`config.mk`:
```
export PLATFORM = sky130hd
export DESIGN_NAME = mul16s_flags
export DESIGN_NICKNAME = d
export VERILOG_FILES = /design/src/rtl/mul16s_pkg.sv /design/src/rtl/mul16s_booth_step.sv /design/src/rtl/mul16s_flag_gen.sv /design/src/rtl/mul16s_flags.sv
export SDC_FILE = /design/constraint.sdc
export NUM_CORES = 1
export LEC_CHECK = 0
export ABC_AREA = 0
export BUFFER_PORTS_ARGS = -buffer_cell sky130_fd_sc_hd__buf_2
export CAP_MARGIN = 0
export CORE_ASPECT_RATIO = 0.5
export CORE_MARGIN = 3
export CORE_UTILIZATION = 64
export DETAILED_ROUTE_END_ITERATION = 8
export GPL_ROUTABILITY_DRIVEN = 0
export PLACE_DENSITY = 0.85
export SLEW_MARGIN = 5
export SYNTH_ARGS = -nofsm -noshare
export SYNTH_HDL_FRONTEND = slang
export SYNTH_SLANG_ARGS = --single-unit
export TNS_END_PERCENT = 5
```
`constraint.sdc`:
```
create_clock -name clk -period 6.8 [get_ports clk]
set_clock_uncertainty 0.15 [all_clocks]
set_input_delay 1.02 -clock clk [delete_from_list [all_inputs] [get_ports clk]]
set_output_delay 1.02 -clock clk [all_outputs]
set_load 0.05 [all_outputs]
```
`src/rtl/mul16s_pkg.sv`:
```
package mul16s_pkg;

    localparam int FLAG_W = 5;
    localparam int FLG_X  = 4;
    localparam int FLG_N  = 3;
    localparam int FLG_Z  = 2;
    localparam int FLG_V  = 1;
    localparam int FLG_C  = 0;

    typedef enum logic [1:0] {
        BOOTH_KEEP = 2'd0,
        BOOTH_ADD  = 2'd1,
        BOOTH_SUB  = 2'd2
    } booth_op_e;

endpackage

```
`src/rtl/mul16s_booth_step.sv`:
```
module mul16s_booth_step
    import mul16s_pkg::*;
#(
    parameter int ACC_W = 32
) (
    input  logic [ACC_W-1:0] acc_i,
    input  logic [ACC_W-1:0] mcand_i,
    input  logic [1:0]       pair_i,
    output logic [ACC_W-1:0] acc_o,
    output booth_op_e        op_o
);
    always_comb begin
        unique case (pair_i)
            2'b01:   op_o = BOOTH_ADD;
            2'b10:   op_o = BOOTH_SUB;
            default: op_o = BOOTH_KEEP;
        endcase
    end

    always_comb begin
        unique case (op_o)
            BOOTH_ADD: acc_o = acc_i + mcand_i;
            BOOTH_SUB: acc_o = acc_i - mcand_i;
            default:   acc_o = acc_i;
        endcase
    end
endmodule

```
`src/rtl/mul16s_flag_gen.sv`:
```
module mul16s_flag_gen
    import mul16s_pkg::*;
#(
    parameter int PROD_W = 32
) (
    input  logic [PROD_W-1:0] prod_i,
    input  logic              x_i,
    output logic [FLAG_W-1:0] flags_o
);
    always_comb begin
        flags_o        = '0;
        flags_o[FLG_X] = x_i;
        flags_o[FLG_N] = prod_i[PROD_W-1];
        flags_o[FLG_Z] = (prod_i == '0);
        flags_o[FLG_V] = 1'b0;
        flags_o[FLG_C] = 1'b0;
    end
endmodule

```
`src/rtl/mul16s_flags.sv`:
```
module mul16s_flags
    import mul16s_pkg::*;
#(
    parameter int REG_W  = 32,
    parameter int HALF_W = 16
) (
    input  logic              clk,
    input  logic              rst_n,
    input  logic              start_i,
    input  logic [REG_W-1:0]  op_a_i,
    input  logic [REG_W-1:0]  op_b_i,
    input  logic [4:0]        flags_i,
    output logic              done_o,
    output logic [REG_W-1:0]  product_o,
    output logic [4:0]        flags_o
);
    localparam int PROD_W = 2 * HALF_W;
    localparam int CNT_W  = $clog2(HALF_W);
    localparam logic [CNT_W-1:0] LAST_STEP = CNT_W'(HALF_W - 1);

    typedef struct packed {
        logic              busy;
        logic [CNT_W-1:0]  cnt;
        logic [PROD_W-1:0] mcand;
        logic [HALF_W-1:0] mplier;
        logic              prev;
        logic [PROD_W-1:0] acc;
        logic              xcap;
        logic [PROD_W-1:0] prod;
        logic [FLAG_W-1:0] flags;
        logic              done;
    } state_t;

    state_t st_d, st_q;

    logic [PROD_W-1:0] acc_next;
    booth_op_e         step_op;
    logic [FLAG_W-1:0] flags_new;

    mul16s_booth_step #(.ACC_W(PROD_W)) u_step (
        .acc_i   (st_q.acc),
        .mcand_i (st_q.mcand),
        .pair_i  ({st_q.mplier[0], st_q.prev}),
        .acc_o   (acc_next),
        .op_o    (step_op)
    );

    mul16s_flag_gen #(.PROD_W(PROD_W)) u_flags (
        .prod_i  (acc_next),
        .x_i     (st_q.xcap),
        .flags_o (flags_new)
    );

    always_comb begin
        st_d      = st_q;
        st_d.done = 1'b0;
        if (!st_q.busy) begin
            if (start_i) begin
                st_d.busy   = 1'b1;
                st_d.cnt    = '0;
                st_d.mcand  = PROD_W'($signed(op_a_i[HALF_W-1:0]));
                st_d.mplier = op_b_i[HALF_W-1:0];
                st_d.prev   = 1'b0;
                st_d.acc    = '0;
                st_d.xcap   = flags_i[FLG_X];
            end
        end else begin
            st_d.acc    = acc_next;
            st_d.mcand  = st_q.mcand << 1;
            st_d.prev   = st_q.mplier[0];
            st_d.mplier = st_q.mplier >> 1;
            st_d.cnt    = st_q.cnt + 1'b1;
            if (st_q.cnt == LAST_STEP) begin
                st_d.busy  = 1'b0;
                st_d.done  = 1'b1;
                st_d.prod  = acc_next;
                st_d.flags = flags_new;
            end
        end
    end

    always_ff @(posedge clk or negedge rst_n) begin
        if (!rst_n) st_q <= '0;
        else        st_q <= st_d;
    end

    assign done_o    = st_q.done;
    assign product_o = REG_W'(st_q.prod);
    assign flags_o   = st_q.flags;


    done_pulse_chk: assert property (@(posedge clk) disable iff (!rst_n)
        done_o |=> !done_o);


    early_done_chk: assert property (@(posedge clk) disable iff (!rst_n)
        (st_q.busy && st_q.cnt != LAST_STEP) |=> !done_o);


    result_hold_chk: assert property (@(posedge clk) disable iff (!rst_n)
        !done_o |-> ($stable(product_o) && $stable(flags_o)));


    zero_flag_chk: assert property (@(posedge clk) disable iff (!rst_n)
        done_o |-> (flags_o[FLG_Z] == (product_o == '0)));


    neg_flag_chk: assert property (@(posedge clk) disable iff (!rst_n)
        done_o |-> (flags_o[FLG_N] == product_o[REG_W-1]));


    vc_clear_chk: assert property (@(posedge clk) disable iff (!rst_n)
        done_o |-> (!flags_o[FLG_V] && !flags_o[FLG_C]));


    busy_start_chk: assert property (@(posedge clk) disable iff (!rst_n)
        (st_q.busy && st_q.cnt != LAST_STEP) |=> st_q.busy);
endmodule

```
**After elaboration in Yosys (flattened, before gate mapping)**

Cells that the tools add are included.

- Bits in registers: 123
- Bits of input ports: 72
- Output and inout bits: 38
- Word-level logic and storage cells: 30

- $add $sub $neg: 3
- Equality and inequality tests: 5
- Multiplexer cells: 7
- Bitwise gates (word level): 1
- Reductions and logical operators: 4

Operators with widths:

| cell | number |
|---|---|
| 2-to-1 mux 87 bit | 1 |
| 2-to-1 mux 86 bit | 1 |
| one-hot mux 32 bit (2 select lines) | 1 |
| adder 32 bit | 1 |
| logical NOT 32 bit | 1 |
| subtractor 32 bit | 1 |
| adder 4 x 1 -> 4 bit, second input constant | 1 |
| equality test 2 x 1 -> 1 bit, second input constant | 2 |
| equality test 2 bit, second input constant | 2 |
| equality test 4 bit, second input constant | 1 |
| one-hot mux 2 bit (2 select lines) | 1 |
| AND reduction 2 bit | 2 |
| 2-to-1 mux 1 bit | 3 |
| nonzero test 2 bit | 1 |
| NOT 1 bit | 1 |

**Logic depth before layout (Yosys ltp)**

- Depth in word-level cells: 5
- Mapped depth: 22
- Depth with buffers taken out: 21

**Cells and area by module**

Synthesis repeated with hierarchy kept, for this count alone.

- Cell total of the unflattened synthesis: 929
- Area total of the unflattened synthesis: 8069.0 um^2

Modules (own cells, without submodules):

| module | times used | cells an instance | area an instance (um^2) | sequential area each (um^2) |
|---|---|---|---|---|
| mul16s_flags | 1 | 499 | 5272.6 | 3128.0 |
| mul16s_booth_step | 1 | 414 | 2690.1 | 0.0 |
| mul16s_flag_gen | 1 | 16 | 106.4 | 0.0 |

**Worst setup path before layout**

Ideal clock, no wire load.

- Path kind: register -> register
- Start point: reg st_q[90] (netlist name)
- End point: reg st_q, in the netlist flags_o[3]
- Setup time: 0.125 ns
- Arrival: 4.240 ns
- Data required time: 6.525 ns
- Path slack: 2.285 ns
- Stages on the path, launching flop included: 22
- Path buffers: 2
- Clock period less this slack: 4.515 ns
- Cells stage by stage: dfrtp_1 > buf_2 > nor4_1 > nand2_1 > nor2_1 > nand2_1 > nor4_1 > nand2_1 > nor4b_1 > a21oi_1 > xnor2_1 > ha_1 > clkbuf_1 > a21o_1 > a21oi_1 > o21ai_0 > nand2_1 > a211oi_1 > nor4_1 > nor3_4 > xor2_1 > mux2_2

- Longest elaborated chain between the ends: 2
- Elaborated cells on any way between the ends: 3
- Classes of those cells: add/sub: 2; mux: 1

Ends and longest elaborated chain:

| what | RTL line | text |
|---|---|---|
| start: declaration | mul16s_flags.sv:34 | `state_t st_d, st_q;` |
| start signal: assignment | mul16s_flags.sv:84 | `else st_q <= st_d;` |
| subtractor 32 bit or adder 32 bit (tied branches) | mul16s_booth_step.sv:23, mul16s_booth_step.sv:22 |  |
| one-hot mux 32 bit (2 select lines) (*) | mul16s_booth_step.sv:21 | `unique case (op_o)` |

Mark *: on every way between the ends. The rest lies on a longest branch, timed or not.
A chain may end at the register's enable or synchronous reset.

**Worst setup path in the final report**

- Start point: reg st_q[92] (netlist name)
- End point: reg st_q, in the netlist flags_o[2]

- Longest elaborated chain between the ends: 3
- Elaborated cells on any way between the ends: 4
- Classes of those cells: add/sub: 2; mux: 1; reduce/logical: 1

Ends and longest elaborated chain:

| what | RTL line | text |
|---|---|---|
| subtractor 32 bit or adder 32 bit (tied branches) | mul16s_booth_step.sv:23, mul16s_booth_step.sv:22 |  |
| one-hot mux 32 bit (2 select lines) (*) | mul16s_booth_step.sv:21 |  |
| logical NOT 32 bit (*) | mul16s_flag_gen.sv:14 | `flags_o[FLG_Z] = (prod_i == '0);` |

Marked as above.

==> metrics.md <==
| Metric | Value |
|---|---|
| Worst path top cell family by delay | simple AND/OR/NAND/NOR gates |
| Post-synthesis sequential area ratio | 36.6% |
| Nets@finish | 1096 |
| DRT antenna net count | 0 |
| Avg Vias per Cell | 6.39 |
| DIE HEIGHT | 86.7 um |
| Initial core utilization | 68.0% |
| Post-DP HPWL | 14700 um |
| Crit path buffers/inverters | 0 |
| Minimum clock period | 5.49 ns |
| Fillcell total | 913 |
| Area of the mapped netlist | 0.00833 mm^2 |
| Number of CTS-inserted buffers | 17 |
| CTS tree | yes |
| Post-synth ARST share | 100% |
| Core area | 0.0123 mm^2 |
| Insertion delay to the later sink of the worst-skew pair | 0.42 ns |
| Vias in the first global route | 6787 |
| Initial DRC Count | 871 |
| IO Count | 110 |
| Die area | 0.0145 mm^2 |
| CTS max path bufs | 2 |
| GRT Util Overall | 30.0% |
| Setup TNS | 0 ns |
| Worst EP required | 6.94 ns |
| HP Start | product_o[22] |
| N_diodes | 0 |
| Worst reg2reg path startpoint | st_q[92] |
| CP Max Fanout | 9 |
| Hold crit path type | reg2reg |
| CTS HTree Levels | 4 |
| Chip width | 167 um |
| Avg WL per Cell | 18.3 um |
| Drt drc | 0 |
| Crit-path cells | nor4_1 -> nand2_1 -> nor2_1 -> nand2_1 -> nor4_1 -> nand2_1 -> nor2_1 -> a21oi_1 -> xnor2_1 -> ha_1 -> a21oi_1 -> o21ai_0 -> o311a_1 -> o31ai_1 -> o221ai_1 -> a211oi_1 -> nor4bb_1 -> nand4_1 -> nand4bb_1 -> o41ai_2 |
| Maxcap violations | 0 |
| Most used cell, CP | nand2_1 |
| Final setup viols | 0 |
| Worst Path Arrival | 5.63 ns |
| Yosys cell types | 80 |
| Multi-input gate area | 0.00469 mm^2 |
| Routed WL | 21300 um |
| Global route total overflow | 0 |
| Clk slew on worst S/H paths | 0.06 ns |
| Max-slew violations | 0 |
| Post-synthesis register bit count | 122 |
| Global-route wire length before repair | 34800 um |
| Reg2reg setup slack | 1.31 ns |
| Critical path's slowest cell | nor4_1 |
| Via count | 7461 |
| Synth Flop Type | dfrtp_1 |
| Post-Syn Area per Cell | 8.45 um^2 |
| Measured slew at the worst slew-check pin | 1.02 ns |
| Post-CTS resize count | 0 |
| Root Buffer | clkbuf_16 |
| Max stage delay on crit path | 0.62 ns |
| Share of layout cells above drive strength 1 | 14.5% |
| Critical path class | reg2reg |
| YS warnings | 0 |
| # port buffers | 71 |
| Hold Violations, Final | 0 |
| Hold Path Depth | 2 |
| Post-Syn Instances | 986 |
| Commonest non-fill, non-tap cell in the layout | nand2_1 |
| DRT Pass-1 Iters | 6 |
| Final worst-path cycle share | 80.8% |
| Worst rel slew slack | 31.9% |
| Initial antenna violation count | 1 |
| Area Growth Syn to Fin | 8.42% |
| Hold EP | product_o[22] |
| R2R Path End | flags_o[2] |
| RSZ-0062 raised after global routing | false |
| Post-synth EDFFs | 0 |
| Hold-fix buffers at CTS | 0 |
| CTS Sinks | 122 |
| Reg area | 0.00305 mm^2 |
| CP Capture Type | flip-flop |
| Max Freq | 182 MHz |
| Setup Buffers After CTS | 0 |
| Startpoint types | flip-flop |
| Reg2reg path depth | 20 |
| Largest net degree at the start of global routing | 116 |
| Row Count | 28 |
| Status | finished, final reports clean |
| Commonest cells after routing, fill and taps aside | nand2_1 (166), dfrtp_1 (121), o21ai_0 (101) |
==> worst register-to-register path: stages (launching register included) <==
cell       delay, ns
dfrtp_1         0.45
nor4_1          0.50
nand2_1         0.15
nor2_1          0.14
nand2_1         0.09
nor4_1          0.62
nand2_1         0.17
nor2_1          0.18
a21oi_1         0.10
xnor2_1         0.27
ha_1            0.37
a21oi_1         0.20
o21ai_0         0.16
o311a_1         0.32
o31ai_1         0.24
o221ai_1        0.15
a211oi_1        0.62
nor4bb_1        0.14
nand4_1         0.13
nand4bb_1       0.15
o41ai_2         0.07
==> synth_stat cells, types with 14 or more instances <==
library cell	instances	area share, %
nand2_1	166	7.5
dfrtp_1	122	37
o21ai_0	101	6.1
a21oi_1	69	4.1
nor2_1	63	2.8
clkbuf_1	49	2.2
mux2i_1	43	5.2
xnor2_1	41	4.3
buf_4	37	3.3
ha_1	34	5.1
inv_1	25	1.1
a21o_1	18	1.6
o22ai_1	14	1.1
==> final cells by class <==
type	count	area share, %
multi-input cells	744	51.9
repair buffers	78	4.54
inverters	26	1.08
clock inverters	14	1.66
flip-flops and latches	122	33.8
clock buffers	18	4.75
well taps	165	2.29
==> through the flow <==
stage / utilization [%] / worst slack (ns) / std cells / hold WS (ns) / area, um^2
floorplan: - / 2.29 / 987 / 0.282 / 8340
detailed placement: 69.0 / 1.49 / 1135 / 0.311 / 8460
global route: 73.7 / 0.945 / 1167 / 0.355 / 9030
global placement: 69.0 / 1.64 / 1135 / 0.306 / 8460
finish: 73.7 / 1.31 / 1167 / 0.326 / 9030
CTS: 73.7 / 1.49 / 1167 / 0.319 / 9030
==> worst max path at each step <==
| stage | start | endpoint | depth (start not counted) | slack [ns] |
|---|---|---|---|---|
| 2_1_floorplan | st_q[90] | flags_o[3] | 21 | 2.29 |
| 3_3_place_gp | st_q[92] | flags_o[2] | 20 | 1.64 |
| 3_5_place_dp | st_q[92] | flags_o[3] | 19 | 1.49 |
| 4_1_cts | st_q[92] | flags_o[3] | 19 | 1.49 |
| 5_1_grt | st_q[92] | flags_o[2] | 19 | 0.94 |
| 6_report | st_q[92] | flags_o[2] | 20 | 1.31 |
==> metal layers <==
| layer | routed length [um] | global-route usage [%] | part of all wire [%] | up-vias |
|---|---|---|---|---|
| met5 | 13 | 0 | 0.061 | - |
| met2 | 8710 | 43.2 | 41 | 391 |
| met4 | 278 | 5.64 | 1.3 | 2 |
| met1 | 9830 | 45.0 | 46 | 3547 |
| met3 | 2480 | 9.43 | 12 | 41 |
| li1 | - | - | - | 3480 |
==> cell families (layout without fill, tap and decap cells) <==
family	count (synthesis)	after routing	share of synthesized area (%)
XOR/XNOR	48	48	5.14
flip-flops	122	122	36.6
AO/OA/AOI/OAI	289	289	21.8
multiplexers	48	48	5.84
buffers and inverters	121	136	7.16
AND/OR/NAND/NOR	322	322	18.0
other	1	2	0.0450
adder cells (fa/ha/maj)	35	35	5.35
==> registers in the layout (all words and copies together) (netlist names) <==
| name | cells |
|---|---|
| done_o | 1 |
| flags_o | 3 |
| st_q | 87 |
| product_o | 31 |
Power is left out: the tool's default activity adds up to more than one toggle a clock period on the data nets, which glitch-free logic cannot reach.
